**src/rtl/ldaddr_gen.sv**
```systemverilog
module ldaddr_gen #(
  parameter int AW   = 32,
  parameter int RW   = 5,
  parameter int OFFW = 16
) (
  input  logic          clk,
  input  logic          rst_n,
  input  logic          req_valid,
  input  logic [2:0]    req_mode,
  input  logic [AW-1:0] req_imm,
  input  logic [RW-1:0] req_base,
  input  logic [RW-1:0] req_index,
  input  logic [1:0]    req_size,
  output logic [RW-1:0] rf_raddr_a,
  input  logic [AW-1:0] rf_rdata_a,
  output logic [RW-1:0] rf_raddr_b,
  input  logic [AW-1:0] rf_rdata_b,
  output logic          rf_we,
  output logic [RW-1:0] rf_waddr,
  output logic [AW-1:0] rf_wdata,
  output logic          mem_rd_req,
  output logic [AW-1:0] mem_rd_addr,
  input  logic          mem_rd_valid,
  input  logic [AW-1:0] mem_rd_data,
  output logic          ea_valid,
  output logic [AW-1:0] ea_addr,
  output logic          busy
);

  localparam logic [2:0] M_ABS  = 3'd0;
  localparam logic [2:0] M_RIND = 3'd1;
  localparam logic [2:0] M_DISP = 3'd2;
  localparam logic [2:0] M_IDX  = 3'd3;
  localparam logic [2:0] M_MIND = 3'd4;
  localparam logic [2:0] M_AINC = 3'd5;
  localparam logic [2:0] M_ADEC = 3'd6;

  logic          waiting;
  logic          take;
  logic          is_auto;
  logic [AW-1:0] disp_ext;
  logic [AW-1:0] step;
  logic [AW-1:0] ea_next;

  assign rf_raddr_a = req_base;
  assign rf_raddr_b = req_index;
  assign busy       = waiting;
  assign take       = req_valid && !waiting;
  assign is_auto    = (req_mode == M_AINC) || (req_mode == M_ADEC);
  assign disp_ext   = {{(AW-OFFW){req_imm[OFFW-1]}}, req_imm[OFFW-1:0]};
  assign step       = (req_size == 2'd0) ? AW'(1) :
                      (req_size == 2'd1) ? AW'(2) : AW'(4);

  always_comb begin
    case (req_mode)
      M_RIND, M_AINC, M_ADEC: ea_next = rf_rdata_a;
      M_DISP:                 ea_next = rf_rdata_a + disp_ext;
      M_IDX:                  ea_next = rf_rdata_a + rf_rdata_b;
      default:                ea_next = req_imm;
    endcase
  end

  always_ff @(posedge clk or negedge rst_n) begin
    if (!rst_n) begin
      waiting     <= 1'b0;
      ea_valid    <= 1'b0;
      ea_addr     <= '0;
      rf_we       <= 1'b0;
      rf_waddr    <= '0;
      rf_wdata    <= '0;
      mem_rd_req  <= 1'b0;
      mem_rd_addr <= '0;
    end else begin
      ea_valid   <= 1'b0;
      rf_we      <= 1'b0;
      mem_rd_req <= 1'b0;
      if (waiting) begin
        if (mem_rd_valid) begin
          ea_valid <= 1'b1;
          ea_addr  <= mem_rd_data;
          waiting  <= 1'b0;
        end
      end else if (take) begin
        if (req_mode == M_MIND) begin
          mem_rd_req  <= 1'b1;
          mem_rd_addr <= rf_rdata_a;
          waiting     <= 1'b1;
        end else begin
          ea_valid <= 1'b1;
          ea_addr  <= ea_next;
          if (is_auto) begin
            rf_we    <= 1'b1;
            rf_waddr <= req_base;
            rf_wdata <= (req_mode == M_AINC) ? rf_rdata_a + step : rf_rdata_a - step;
          end
        end
      end
    end
  end

  assert_single_cycle_R8: assert property (@(posedge clk) disable iff (!rst_n)
    (take && req_mode != M_MIND) |=> ea_valid);

  assert_mind_issue_R5: assert property (@(posedge clk) disable iff (!rst_n)
    (take && req_mode == M_MIND) |=> (mem_rd_req && !ea_valid && busy && mem_rd_addr == $past(rf_rdata_a)));

  assert_mind_return_R5: assert property (@(posedge clk) disable iff (!rst_n)
    (busy && mem_rd_valid) |=> (ea_valid && !busy && ea_addr == $past(mem_rd_data)));

  assert_req_busy_R5: assert property (@(posedge clk) disable iff (!rst_n)
    mem_rd_req |-> busy);

  assert_wb_with_valid_R6: assert property (@(posedge clk) disable iff (!rst_n)
    rf_we |-> ea_valid);

  assert_auto_pre_R6: assert property (@(posedge clk) disable iff (!rst_n)
    (take && is_auto) |=> (rf_we && ea_addr == $past(rf_rdata_a) && rf_waddr == $past(req_base)));

  assert_step_legal_R7: assert property (@(posedge clk) disable iff (!rst_n)
    rf_we |-> ((rf_wdata - ea_addr) inside {AW'(1), AW'(2), AW'(4), -AW'(1), -AW'(2), -AW'(4)}));

  assert_ignore_busy_R9: assert property (@(posedge clk) disable iff (!rst_n)
    (busy && !mem_rd_valid) |=> (!ea_valid && !rf_we && !mem_rd_req));

endmodule

```
**config.mk**
```make
export PLATFORM = sky130hd
export DESIGN_NAME = ldaddr_gen
export DESIGN_NICKNAME = d
export VERILOG_FILES = /design/src/rtl/ldaddr_gen.sv
export SDC_FILE = /design/constraint.sdc
export NUM_CORES = 1
export LEC_CHECK = 0
export BUFFER_PORTS_ARGS = -buffer_cell sky130_fd_sc_hd__buf_2
export CAP_MARGIN = 30
export CORE_AREA = 2 2 137 139
export CTS_CLUSTER_DIAMETER = 50
export DETAILED_ROUTE_END_ITERATION = 8
export DIE_AREA = 0 0 139 141
export PLACE_DENSITY = 0.8
export SYNTH_ARGS = -nofsm -noshare
export SYNTH_HDL_FRONTEND = slang
export SYNTH_SLANG_ARGS = --single-unit
```
**constraint.sdc**
```tcl
create_clock -name clk -period 3.1 [get_ports clk]
set_input_delay 0.155 -clock clk [delete_from_list [all_inputs] [get_ports clk]]
set_output_delay 0.155 -clock clk [all_outputs]
set_load 0.01 [all_outputs]
```
==> results of run 1 <==
-- metal layers --
metal,vias up,part of all wire [%]
li1,4430,-
met5,-,0
met2,369,45
met1,4207,46
met4,0,2.9
met3,56,6.7
-- state kept, by name, indices dropped and copies added, names as in the netlist --
| name | count |
|---|---|
| mem_rd_addr | 32 |
| rf_wdata | 32 |
| busy | 1 |
| rf_waddr | 5 |
| ea_addr | 32 |
| rf_we | 1 |
| ea_valid | 1 |
| mem_rd_req | 1 |
-- layout by cell type, fill, tap and decap left out, drive strengths merged, types with 5 or more instances in the layout --
| cell type | Yosys | routed |
|---|---|---|
| xnor2 | 32 | 32 |
| xor2 | 23 | 23 |
| nand2 | 254 | 254 |
| nor2b | 7 | 7 |
| a21oi | 95 | 95 |
| dlygate4sd3 | 0 | 7 |
| nand4 | 14 | 14 |
| nor3 | 11 | 11 |
| o22ai | 12 | 12 |
| buf | 14 | 320 |
| nor2 | 42 | 42 |
| nand3 | 18 | 18 |
| a211oi | 8 | 8 |
| clkbuf | 56 | 12 |
| o221ai | 7 | 7 |
| a21o | 40 | 40 |
| mux2i | 5 | 5 |
| nand2b | 6 | 6 |
| or3 | 15 | 15 |
| a221oi | 17 | 17 |
| o21ai | 131 | 131 |
| ha | 70 | 70 |
| inv | 20 | 21 |
| o21bai | 12 | 12 |
| nor3b | 7 | 7 |
| a31oi | 12 | 12 |
| o21a | 9 | 9 |
| dfrtp | 105 | 105 |
| o31ai | 5 | 5 |
-- power by group --
group	internal [W]	switching [W]	leakage (nW)
clock network	0.000571	0.000561	0.137
registers	0.00170	0.000175	1.30
logic	0.000972	0.00128	3.98
-- stage by stage --
| step | instances | power, W |
|---|---|---|
| final | 1604 | 0.00526 |
| after global routing | 1604 | 0.00562 |
| after floorplan | 1094 | 0.00323 |
| after detailed placement | 1578 | 0.00413 |
| after CTS | 1601 | 0.00528 |
| after global placement | 1578 | 0.00409 |
-- worst paths after layout --
check / from / to / slack [ns] / depth (start not counted)
max in group asynchronous: rst_n / ea_addr[3] / 1.80 / 3
max reg2reg: busy / ea_addr[30] / 0.94 / 9
min: rf_rdata_a[23] / mem_rd_addr[23] / 0.06 / 3
max: req_mode[2] / ea_addr[31] / 0.25 / 16
min reg2reg: mem_rd_addr[18] / mem_rd_addr[18] / 0.47 / 2
min in group asynchronous: rst_n / rf_wdata[30] / 0.46 / 2
-- what timing repair did --
item                                    in CTS  in global routing
buffers inserted                             0                  0
hold endpoints to repair                    75                  0
resized for setup                            0                  1
endpoints found under the setup margin       0                  1
hold buffers                                 7                  0
-- synthesized netlist by cell type (4+ instances only) --
cell	n	area (sq um)
nor2b_1	7	43.8
a31oi_1	12	75.1
o221ai_1	7	61.3
buf_2	4	20.0
nor3b_1	7	52.6
nand4_1	14	87.6
xnor2_1	32	280
nor3_1	11	55.1
o211ai_1	4	30.0
a211oi_1	8	60.1
nand2b_1	6	37.5
a21oi_1	94	470
o21a_1	9	67.6
dfrtp_1	105	2630
or3_1	14	87.6
buf_4	10	75.1
a21o_1	40	300
nand3b_1	4	30.0
o31ai_1	5	37.5
o22ai_1	12	75.1
o21ai_1	5	25.0
o21bai_1	11	82.6
inv_1	20	75.1
and2_1	4	25.0
nand3_1	18	90.1
a221oi_1	17	149
mux2i_1	5	50.1
ha_1	70	876
xor2_1	23	201
clkbuf_1	56	210
o21ai_0	126	631
nor2_1	42	158
nand2_1	253	950
-- cell type report --
class	count	share of cell area, %
Inverter	21	0.733
Tap cell	234	2.72
Multi-Input combinational cell	898	52.2
Clock inverter	4	0.256
Clock buffer	12	2.29
Antenna cell	3	0.0698
Timing Repair Buffer	327	17.3
Sequential cell	105	24.4
-- tightest hold or removal path: stages --
cell and delay [ns]:
buf_2 0.14, nand2_1 0.06, nand2_1 0.04
-- cells by family after synthesis --
family                     count (synthesis)  synth area share (%)
and+or+nand+nor                          388                  19.7
buffers and inverters                     91                  4.52
muxes                                      5                 0.589
DFF                                      105                  30.9
AOI/OAI and AO/OA                        378                  27.8
adders and majority gates                 72                  10.8
xor gates and xnor gates                  55                  5.67
==> results.rst, run 1 <==
.. list-table::
   :header-rows: 1

   * - Metric
     - Value
   * - Synthesized netlist net count
     - 1,313
   * - Timing-limited maximum frequency
     - approximately 350 MHz
   * - Area after detailed placement
     - between 10,000 and 15,000 sq um
   * - Congestion Overflow GR
     - 0
   * - Buffers added on ports
     - 251
   * - Start-to-end type of the worst setup path
     - input port to flip-flop
   * - Post-detailed-route wirelength per cell
     - approximately 18 um
   * - Pin count of the biggest net entering global routing
     - 72
   * - Total iterations of the first detailed-routing run
     - 5
   * - Total number of yosys warnings
     - 0
   * - NumNets Final
     - 1,581
   * - Place WS
     - -0.131 ns
   * - Met2 GRT Util
     - 46.4%
   * - Power per standard cell area
     - 490 nW/um^2
   * - Height of the die
     - 141 um
   * - CP Data Required Time
     - 3.39 ns
   * - Crit start category
     - input port
   * - CTS max path bufs
     - 2
   * - GR Util All Layers
     - between 20 and 30%
   * - Number of antenna violations at the first check in global routing
     - 3
   * - Proportion of synthesized flip-flops having asynchronous set or reset
     - 100%
   * - I/O Pins
     - 262
   * - Post-synth cell types
     - 62
   * - Worst hold slack across all endpoints
     - 0.0636 ns
   * - Slowest stage cell on the critical path
     - or3_4
   * - Run status
     - completed
   * - DRC violations left
     - 0
   * - Final Max Tran Viols
     - 0
   * - Cell area after layout
     - 10,700 sq um
   * - Number of global-route vias before repair
     - 8,818
   * - Avg Synthesized Cell Area
     - 7.77 sq um
   * - Buffer and inverter count on the worst path
     - 2
   * - Wire length of the first global-routing pass
     - 45.3 mm
   * - Final critical path time including I/O delays and setup
     - approximately 2.9 ns
   * - Class of the most critical hold timing path
     - input port to flip-flop
   * - Final weighted congestion of routability-driven global placement
     - 0.971
   * - Clock latency of the later-clocked register in the worst-skew pair
     - ~0.36 ns
   * - Endpoint kind of the worst setup timing path
     - flip-flop
   * - Worst slew margin relative to its limit
     - 39.2%
   * - Clock-pin slew on the worst setup and hold paths
     - ~0.080 ns
   * - Total core area
     - 18,300 sq um
   * - Footprint of the flip-flops and latches
     - 2630 sq um
   * - Synthesis-stage register bit count
     - between 100 and 150
   * - HPWL after detailed placement
     - 22.2 mm
   * - Count of fill cells added during filler insertion
     - 1,701
   * - WP data arrival
     - 3.14 ns
   * - Global Route met1 Usage
     - approximately 40%
   * - CTS sink count
     - 105
   * - Portion of the clock cycle consumed by the worst path in the final layout
     - 92.1%
   * - Sum of routed wire length over all layers
     - 28.4 mm
   * - Setup TNS
     - 0 ns
   * - First-iteration detailed-routing DRC count
     - ~700
   * - Most utilized layer in the global route result
     - met2
   * - CP Max Fanout
     - 11
   * - Number of routed nets with antenna violations
     - 0
   * - Global routing met3 resource utilization
     - 4.82%
   * - Seq/Total Area, Yosys
     - a little under a third
   * - Family with the most delay on the worst path
     - simple AND/OR/NAND/NOR gates
   * - Cell row count
     - 50
   * - Final setup violation count
     - 0
   * - Chip Width
     - 139 um
   * - Final number of hold-violating endpoints
     - 0
   * - Area of combinational cells with multiple inputs
     - between 5000 and 6000 sq um
   * - Setup skew after layout
     - 0.00537 ns
   * - Smallest setup slack after layout
     - roughly 0.25 ns
   * - Number of maximum-capacitance constraint violations
     - 0
   * - Cell at the root of the clock tree
     - clkbuf_16
   * - Post-synth EDFFs
     - 0
   * - Area delta synth->final
     - 26.5%
   * - Clock tree from TritonCTS
     - built
   * - Share of cells above drive strength 1
     - 26.8%
   * - Stage delay of the slowest cell on the critical path
     - 0.35 ns
   * - Series of cell instances along the critical path
     - buf_2, nor2b_4, and2_1, buf_4, nand2_1, nand2_1, ha_1, a21oi_1, o21ai_0, a22o_1, a21oi_1, a211o_2, nor3_1, or3_4, or3_1, a31oi_1
   * - Slew at the pin closest to its max-slew limit
     - 0.913 ns
   * - Setup repair after global routing missed its margin
     - no
   * - Final Util
     - 58.8%
   * - H-tree level count
     - 3
   * - Num CTS Buffers
     - 9
   * - Effective utilization at floorplan
     - 46.5%
   * - Cell area after synthesis
     - 8500 sq um
   * - Vias/cell
     - 5.65
   * - Worst vdd ir
     - 0.296 mV
   * - Die area
     - 19,600 sq um
   * - Gate count of the mapped netlist
     - about 1,100
   * - DR vias
     - 9,062
   * - Pleak
     - 5.42 nW
   * - Primary flip-flop cell chosen by synthesis mapping
     - dfrtp_1
(Power assumes the default switching activity.)
==> run 2: changes to the inputs <==
- clock period: 3.1 -> 3.5 ns (I/O delays scaled with it)
==> results.rst, run 2 (synthesis gave the netlist of run 1 again) <==
.. list-table::
   :header-rows: 1

   * - Metric
     - Value
   * - Congestion Overflow GR
     - 0
   * - Endpoint kind of the worst setup timing path
     - flip-flop
   * - CP Max Fanout
     - 18
   * - Smallest setup slack after layout
     - 0.412 ns
   * - Slew at the pin closest to its max-slew limit
     - a little under 1 ns
   * - First-iteration detailed-routing DRC count
     - around 760
   * - Area delta synth->final
     - 21.9%
   * - Most common cell after layout, fill and taps aside
     - nand2_1
   * - Number of routed nets with antenna violations
     - 0
   * - Switching Power
     - between 0.0015 and 0.002 W
   * - Portion of total power attributed to combinational logic
     - roughly 42%
   * - Clock tree from TritonCTS
     - built
   * - Switch share
     - 38.7%
   * - I/O Pins
     - 262
   * - NumNets Final
     - 1,546
   * - Pleak
     - approximately 5.2 nW
   * - Clock-pin slew on the worst setup and hold paths
     - 0.07 ns
   * - Worst slew margin relative to its limit
     - 35.7%
   * - Final weighted congestion of routability-driven global placement
     - 0.990
   * - Height of the die
     - between 100 and 150 um
   * - Overall power after layout
     - 0.00455 W
   * - Pin count of the biggest net entering global routing
     - 69
   * - DRC violations left
     - 0
   * - H-tree level count
     - 3
   * - Chip Width
     - 139 um
   * - Effective utilization at floorplan
     - 46.5%
   * - Resized Gates After CTS
     - 0
   * - WP data arrival
     - 3.37 ns
   * - GR Util All Layers
     - between 20% and 30%
   * - CTS sink count
     - 105
   * - Start-to-end type of the worst setup path
     - input port to flip-flop
   * - Int Power
     - 0.00279 W
   * - Final Max Tran Viols
     - 0
   * - Final critical path time including I/O delays and setup
     - 3.09 ns
   * - Crit start category
     - input port
   * - Portion of the clock cycle consumed by the worst path in the final layout
     - between 80 and 90%
   * - Number of global-route vias before repair
     - 8,559
   * - Setup TNS
     - 0 ns
   * - Run status
     - completed
   * - Sequential fraction of design power
     - between 30% and 40%
   * - CTS max path bufs
     - 2
   * - Vias/cell
     - around 5.7
   * - Total core area
     - 18,300 sq um
   * - Number of maximum-capacitance constraint violations
     - 0
   * - Setup repair after global routing missed its margin
     - no
   * - Number of antenna violations at the first check in global routing
     - 6
   * - Final number of hold-violating endpoints
     - 0
   * - Power per standard cell area
     - 439 nW/um^2
   * - Post-detailed-route wirelength per cell
     - 17.8 um
   * - Buffers added on ports
     - between 200 and 300
   * - Setup skew after layout
     - 0.00738 ns
   * - CP Data Required Time
     - 3.78 ns
   * - Num CTS Buffers
     - 9
   * - DR vias
     - 9,006
   * - Final setup violation count
     - 0
   * - Cell row count
     - 50
   * - Class of the most critical hold timing path
     - input port to flip-flop
   * - Post-CTS Setup Inserts
     - 0
   * - Wire length of the first global-routing pass
     - 44.3 mm
   * - Biggest regs
     - ea_addr (32), mem_rd_addr (32), rf_wdata (32)
   * - Final Util
     - a little under three fifths
   * - Worst vdd ir
     - ~0.24 mV
   * - Commonest non-fill, non-tap cells in the layout
     - nand2_1, buf_2, o21ai_0
   * - Clock latency of the later-clocked register in the worst-skew pair
     - 0.37 ns
   * - Cell at the root of the clock tree
     - clkbuf_16
   * - Timing-limited maximum frequency
     - 324 MHz
   * - HPWL after detailed placement
     - 21.9 mm
   * - Total iterations of the first detailed-routing run
     - 5
   * - Number of hold buffers added after CTS
     - 1
   * - Place WS
     - 0.0853 ns
   * - Sum of routed wire length over all layers
     - 27.9 mm
   * - Share of cells above drive strength 1
     - 24.2%
   * - Die area
     - 19,600 sq um
   * - Clock power share
     - 21.2%
==> run 2: cell count changes in the layout (fill, tap and decap cells not counted), moves of 2 or more <==
cell / before / now
dlygate4sd3_1: 7 / 1
ha_1: 67 / 70
diode_2: 3 / 5
a21oi_1: 89 / 93
o21ai_0: 124 / 126
ha_4: 3 / 0
a21oi_2: 5 / 2
buf_4: 69 / 40
==> run 2: worst paths after layout <==
path,start,end,slack [ns],depth (start not counted)
hold / removal,mem_rd_valid,busy,0.02,2
setup / recovery,req_mode[1],ea_addr[31],0.41,16
min in group asynchronous,rst_n,ea_addr[2],0.34,2
hold reg to reg,mem_rd_addr[17],mem_rd_addr[17],0.47,2
max in group asynchronous,rst_n,mem_rd_addr[31],2.29,3
setup reg to reg,busy,ea_addr[28],0.92,9
==> run 2: layout make-up <==
type | count | area, sq um
repair buffers | 292 | 1580
diodes | 5 | 12.5
clock inverters | 5 | 31.3
multi-input cells | 898 | 5510
clock buffers | 10 | 229
well taps | 234 | 293
fillers | 1765 | 7910
flip-flops and latches | 105 | 2630
inverters | 21 | 78.8
==> run 2: routing by layer <==
layer / GRT usage [%] / wire (um) / vias to the layer above / part of all wire (%)
met5: 0 / 13 / - / 0.047
met4: 11.4 / 747 / 2 / 2.7
met3: 4.69 / 2250 / 56 / 8.0
met2: 43.3 / 12300 / 411 / 44
met1: 39.0 / 12600 / 4167 / 45
li1: - / - / 4370 / -
==> run 2: metrics by stage <==
| stage | instances | hold slack, ns | cell area (sq um) |
|---|---|---|---|
| after floorplan | 1094 | -0.121 | 8510 |
| after global placement | 1549 | 0.199 | 10100 |
| after detailed placement | 1549 | 0.212 | 10100 |
| after CTS | 1565 | 0.0116 | 10300 |
| after global routing | 1570 | 0.0297 | 10400 |
| final | 1570 | 0.0165 | 10400 |
==> run 2: critical path, stage by stage <==
cell and delay, ns:
buf_2 0.09, nor2b_1 0.27, and2_1 0.25, buf_12 0.17, nand2_1 0.06, nand2_1 0.10, ha_1 0.24, a21o_1 0.17
a31oi_1 0.28, a2bb2oi_2 0.15, a21oi_1 0.24, a211o_2 0.20, nor3_1 0.05, or3_4 0.40, or3_1 0.36, a31oi_1 0.16
==> run 2: power by group through the flow <==
stage               registers, W  logic [W]  clock network [W]
floorplan                0.00182    0.00101                  0
global placement         0.00168    0.00188                  0
detailed placement       0.00168    0.00191                  0
CTS                      0.00166    0.00192           0.000976
global route             0.00170    0.00214            0.00102
finish                   0.00166    0.00193           0.000962
